<file path="config.mk">
export PLATFORM = sky130hd
export DESIGN_NAME = utopia_cell_in
export DESIGN_NICKNAME = d
export VERILOG_FILES = /design/src/rtl/utopia_cell_in.sv
export SDC_FILE = /design/constraint.sdc
export NUM_CORES = 1
export LEC_CHECK = 0
export BUFFER_PORTS_ARGS = -buffer_cell sky130_fd_sc_hd__buf_2
export CORE_UTILIZATION = 30
export DETAILED_ROUTE_END_ITERATION = 10
export GPL_TIMING_DRIVEN = 0
export PLACE_DENSITY_LB_ADDON = 0.08
export SYNTH_ARGS = -nofsm -noshare
export SYNTH_HDL_FRONTEND = slang
export SYNTH_SLANG_ARGS = --single-unit
</file>
<file path="constraint.sdc">
create_clock -name clk -period 5.7 [get_ports clk]
set_input_delay 0.285 -clock clk [delete_from_list [all_inputs] [get_ports clk]]
set_output_delay 0.285 -clock clk [all_outputs]
set_load 0.005 [all_outputs]
</file>
<file path="src/rtl/utopia_cell_in.sv">
module utopia_cell_in #(
  parameter int NPORT = 4,
  parameter bit WIDE = 1'b1,
  localparam int DW = WIDE ? 16 : 8,
  localparam int CELL_WORDS = WIDE ? 27 : 53,
  localparam int CW = $clog2(CELL_WORDS),
  localparam int IW = (NPORT > 1) ? $clog2(NPORT) : 1
) (
  input  logic               clk,
  input  logic               rst_n,
  input  logic [NPORT*5-1:0] cfg_addr,
  input  logic [NPORT-1:0]   cfg_en,
  input  logic               odd_par,
  input  logic [4:0]         phy_addr,
  input  logic               enb_n,
  input  logic               soc,
  input  logic [DW-1:0]      data,
  input  logic               par,
  input  logic               rel_en,
  input  logic [IW-1:0]      rel_idx,
  output logic               clav,
  output logic               clav_oe,
  output logic               wr_en,
  output logic               wr_first,
  output logic [IW-1:0]      wr_port,
  output logic [DW-1:0]      wr_data,
  output logic               par_err
);

  function automatic logic [IW:0] lookup(input logic [4:0] a);
    lookup = '0;
    for (int i = NPORT - 1; i >= 0; i--)
      if (cfg_en[i] && cfg_addr[i*5 +: 5] == a && a != 5'd31)
        lookup = {1'b1, IW'(i)};
  endfunction

  logic [4:0]       addr_q;
  logic             enb_q;
  logic             sel_hit_q;
  logic [IW-1:0]    sel_idx_q;
  logic             busy, drop;
  logic [CW-1:0]    cnt;
  logic [IW-1:0]    port;
  logic [NPORT-1:0] occ;
  logic [NPORT-1:0] rel_mask, set_mask;
  logic [IW:0]      poll_lk, sel_lk;

  assign poll_lk = lookup(phy_addr);
  assign sel_lk  = lookup(addr_q);

  wire          fall    = enb_q & ~enb_n;
  wire          sel_hit = fall ? sel_lk[IW] : sel_hit_q;
  wire [IW-1:0] sel_idx = fall ? sel_lk[IW-1:0] : sel_idx_q;
  wire          take    = ~enb_n;
  wire          start   = take & soc & ~busy & sel_hit;
  wire          cont    = take & busy;
  wire          last    = cont & (cnt == CW'(CELL_WORDS - 1));
  wire          wr_now  = (start & ~occ[sel_idx]) | (cont & ~drop);
  wire          par_bad = (^{data, par}) != odd_par;

  always_comb begin
    rel_mask = '0;
    set_mask = '0;
    if (rel_en) rel_mask[rel_idx] = 1'b1;
    if (last && !drop) set_mask[port] = 1'b1;
  end

  always_ff @(posedge clk or negedge rst_n) begin
    if (!rst_n) begin
      addr_q    <= 5'd31;
      enb_q     <= 1'b1;
      sel_hit_q <= 1'b0;
      sel_idx_q <= '0;
      busy      <= 1'b0;
      drop      <= 1'b0;
      cnt       <= '0;
      port      <= '0;
      occ       <= '0;
      clav      <= 1'b0;
      clav_oe   <= 1'b0;
      wr_en     <= 1'b0;
      wr_first  <= 1'b0;
      wr_port   <= '0;
      wr_data   <= '0;
      par_err   <= 1'b0;
    end else begin
      addr_q <= phy_addr;
      enb_q  <= enb_n;
      if (fall) begin
        sel_hit_q <= sel_lk[IW];
        sel_idx_q <= sel_lk[IW-1:0];
      end
      if (start) begin
        busy <= 1'b1;
        drop <= occ[sel_idx];
        port <= sel_idx;
        cnt  <= CW'(1);
      end else if (cont) begin
        cnt <= cnt + 1'b1;
        if (last) busy <= 1'b0;
      end
      occ      <= (occ & ~rel_mask) | set_mask;
      clav_oe  <= poll_lk[IW];
      clav     <= poll_lk[IW] & ~occ[poll_lk[IW-1:0]];
      wr_en    <= wr_now;
      wr_first <= start & ~occ[sel_idx];
      wr_port  <= start ? sel_idx : port;
      wr_data  <= data;
      if (wr_now && par_bad) par_err <= 1'b1;
    end
  end

endmodule

</file>
==> impl_metrics.toml <==
[global_routing]
first_global_vias = 1757
gr-max-usage-layer = "met2"
antenna_found_initial = 0
grt_util_met2 = 0.226
grt_usage = 0.136
grt_overflow = 0
grt_max_degree = 44
grt_pass1_wl_um = 8160
grt_use_met3 = 0.0384
grt.met1_usage = 0.174

[final_layout]
nets = 350
n_antenna_cell = 0
final_area_um2 = 2930
drive_above_1_share = 0.359
fillers = 763
area_growth_syn_to_layout_pct = 27.1

[synth]
synth_nets = 267
yosysTopAreaCellShare = 0.402
synth_top_cells_by_area = "dfrtp_1 (40%), xnor2_1 (16%), dfstp_2 (6.8%), xor2_1 (6.1%), nand2_1 (2.9%)"
yosysTopAreaCell = "dfrtp_1"
ys_seq_elements = 43
synth_enable_flop_cells = 0
ys_warn_count = 0
ys_types = 40
avgSynthCellArea_um2 = 10.9
syn_area_um2 = 2300
synthFlopType = "dfrtp_1"
async_flop_share = 1.00
ys_seq_area_frac = 0.470
syn-instance-count = 211

[placed_design]
place_area_um2 = 2810
dp_hpwl_um = 4030
port-buffer-count = 76
place_congestion = 0.696

[pwr]
power_density_nw_per_um2 = 293
ir_worst_vdd_v = 0.000143
p_comb_frac = 0.255
seqPwrFrac = 0.449
clock_power_share = 0.296
sw_frac_of_total = 0.292
p_leak_nw = 1.31
p_switching_mw = 0.251
power.internal_mw = 0.607

[timing]
fin_crit_ns = 2.57
rsz0062_at_grt = "no"
tns_ns = 0
fin_worst_skew_ns = 0.00607
fmax_ghz = 0.389
worst_pin_slew_ns = 1.00
report.final.setup_viol = 0
finalHoldViolCount = 0
max-slew-margin-rel = 0.333
finalCritPeriodShare = 0.451
finalMaxSlewViolations = 0

[cts]
post_cts_buffers = 0
cts_root_buf = "clkbuf_8"
hold_buffers = 0
clk_pin_slew_ns = 0.09
cts_buffer_depth = 2
clkLatencyLatePin_ns = 0.29
htree_levels = 2
numCtsBuffers = 5
postCtsResizedCells = 0
cts.sinks = 43
cts_tree = "yes"

[setup_path]
rr_endpoint = "par_err$_DFFE_PN0P_"
cp_max_fo = 8
r2r-start = "addr_q[2]$_DFF_PN1_"
cp.required_ns = 5.92
cp.arrival_ns = 2.79
path_class = "flip-flop to flip-flop"
endpoint_kind = "flip-flop"
crit_path_start_kind = "flip-flop"
r2r_cells = 8
rrSetupSlack_ns = 3.13

[die]
start_util = 0.314
die_x_um = 89.7
die_area_um2 = 8040
io_pins = 77
fp.coreArea_um2 = 7330
rows = 31
die_h_um = 89.7

[drt]
wirelength_um = 5070
wl_per_cell_um = 12.9
initialDrtViolationCount = 43
avgViaCountPerCell = 4.40
ant_nets = 0
firstDrtPassIters = 4
num_vias = 1735
drc = 0

[outcome]
status = "complete, no violations"

[flow_run]
maxCapViolCount = 0

[hold_path]
hold_end = "addr_q[0]$_DFF_PN1_"
hp-start = "phy_addr[0]"
hold_class = "primary input to flip-flop"
hold_path_depth = 1
[critical path: stages (launching register included)]
cell	delay, ns
dfstp_2	0.53
buf_6	0.13
xnor2_2	0.11
nand4_1	0.13
o311ai_2	0.31
o41ai_1	0.20
nor2_1	0.45
o2111ai_1	0.36
a41oi_2	0.27
[area by class of cell]
class / instances / area (µm²) / share of cell area
multi-input combinational: 149 / 1110 / 0.380
sequential: 43 / 1080 / 0.370
timing repair buffer: 76 / 380 / 0.130
tap: 99 / 124 / 0.0423
clock buffer: 6 / 82.6 / 0.0282
buffer: 11 / 78.8 / 0.0269
clock inverter: 2 / 38.8 / 0.0132
inverter: 8 / 30.0 / 0.0102
[sequential cells by signal, summed over array words and instances, names as in the netlist, 2 cells and up]
signal     flops
occ            4
wr_port        2
sel_idx_q      2
wr_data       16
cnt            5
addr_q         5
[per-stage QoR]
step	instances	total power [mW]	hold slack (ns)	setup WS, ns	utilization
after floorplan	211	0.533	-0.0106	3.53	-
after global placement	386	0.611	0.400	3.10	0.383
after detailed placement	386	0.613	0.401	3.09	0.383
after CTS	394	0.874	0.0803	3.07	0.400
after global routing	394	0.915	0.0751	2.81	0.400
final	394	0.857	0.0912	3.13	0.400
[cell usage after synthesis (3+ instances only)]
cell	count
dfstp_2	6
nor2_1	13
dfrtp_1	37
nand2b_1	3
inv_1	7
nor4_1	3
nand3_1	3
xor2_1	16
buf_6	5
o21ai_0	8
nand4_1	10
nand2_1	18
xnor2_1	43
clkbuf_1	6
[how the worst max path moves through the flow]
stage,start,to,slack [ns],cells after the start
2_1_floorplan,addr_q[4]$_DFF_PN1_,par_err$_DFFE_PN0P_,3.53,8
3_3_place_gp,addr_q[2]$_DFF_PN1_,par_err$_DFFE_PN0P_,3.10,8
3_5_place_dp,addr_q[2]$_DFF_PN1_,drop$_DFFE_PN0P_,3.09,8
4_1_cts,addr_q[2]$_DFF_PN1_,par_err$_DFFE_PN0P_,3.07,8
5_1_grt,addr_q[1]$_DFF_PN1_,par_err$_DFFE_PN0P_,2.81,8
6_report,addr_q[2]$_DFF_PN1_,par_err$_DFFE_PN0P_,3.13,8
[power by group through the flow]
stage                     clock [mW]  sequential [mW]  combinational [mW]
after global placement             0            0.391               0.221
final                          0.254            0.385               0.219
after detailed placement           0            0.390               0.223
after global routing           0.276            0.393               0.247
after floorplan                    0            0.387               0.145
after CTS                      0.265            0.385               0.225
[logic make-up (layout without fill, tap and decap cells)]
kind of cell / Yosys count / after routing / synth area share
flip-flops: 43 / 43 / 0.470
buffers and inverters: 19 / 103 / 0.0472
AND/OR/NAND/NOR: 63 / 63 / 0.148
adder cells (fa/ha/maj): 2 / 2 / 0.0109
XOR/XNOR: 61 / 61 / 0.238
AO/OA/AOI/OAI: 22 / 22 / 0.0809
multiplexers: 1 / 1 / 0.00434
[routing by layer]
layer	vias to the layer above	share of wire	routed length, µm
met3	4	0.064	324
met4	0	0.0097	49
li1	873	-	-
met5	-	0	0
met1	799	0.48	2450
met2	59	0.44	2250
[placed cells by master (no fill, tap or decap), types with 2 or more instances in the layout]
| cell | netlist | routed |
|---|---|---|
| a32o_1 | 2 | 2 |
| buf_2 | 0 | 76 |
| buf_6 | 5 | 5 |
| clkbuf_1 | 6 | 6 |
| clkbuf_8 | 0 | 6 |
| dfrtp_1 | 37 | 37 |
| dfstp_2 | 6 | 6 |
| ha_1 | 2 | 2 |
| inv_1 | 7 | 7 |
| nand2_1 | 18 | 18 |
| nand2b_1 | 3 | 3 |
| nand3_1 | 3 | 3 |
| nand3b_1 | 2 | 2 |
| nand4_1 | 10 | 10 |
| nor2_1 | 13 | 13 |
| nor4_1 | 3 | 3 |
| nor4_2 | 2 | 2 |
| o211a_1 | 2 | 2 |
| o21ai_0 | 8 | 8 |
| o41ai_1 | 2 | 2 |
| xnor2_1 | 43 | 43 |
| xnor2_2 | 2 | 2 |
| xor2_1 | 16 | 16 |
Note: power is estimated with default switching activity, not from simulation.
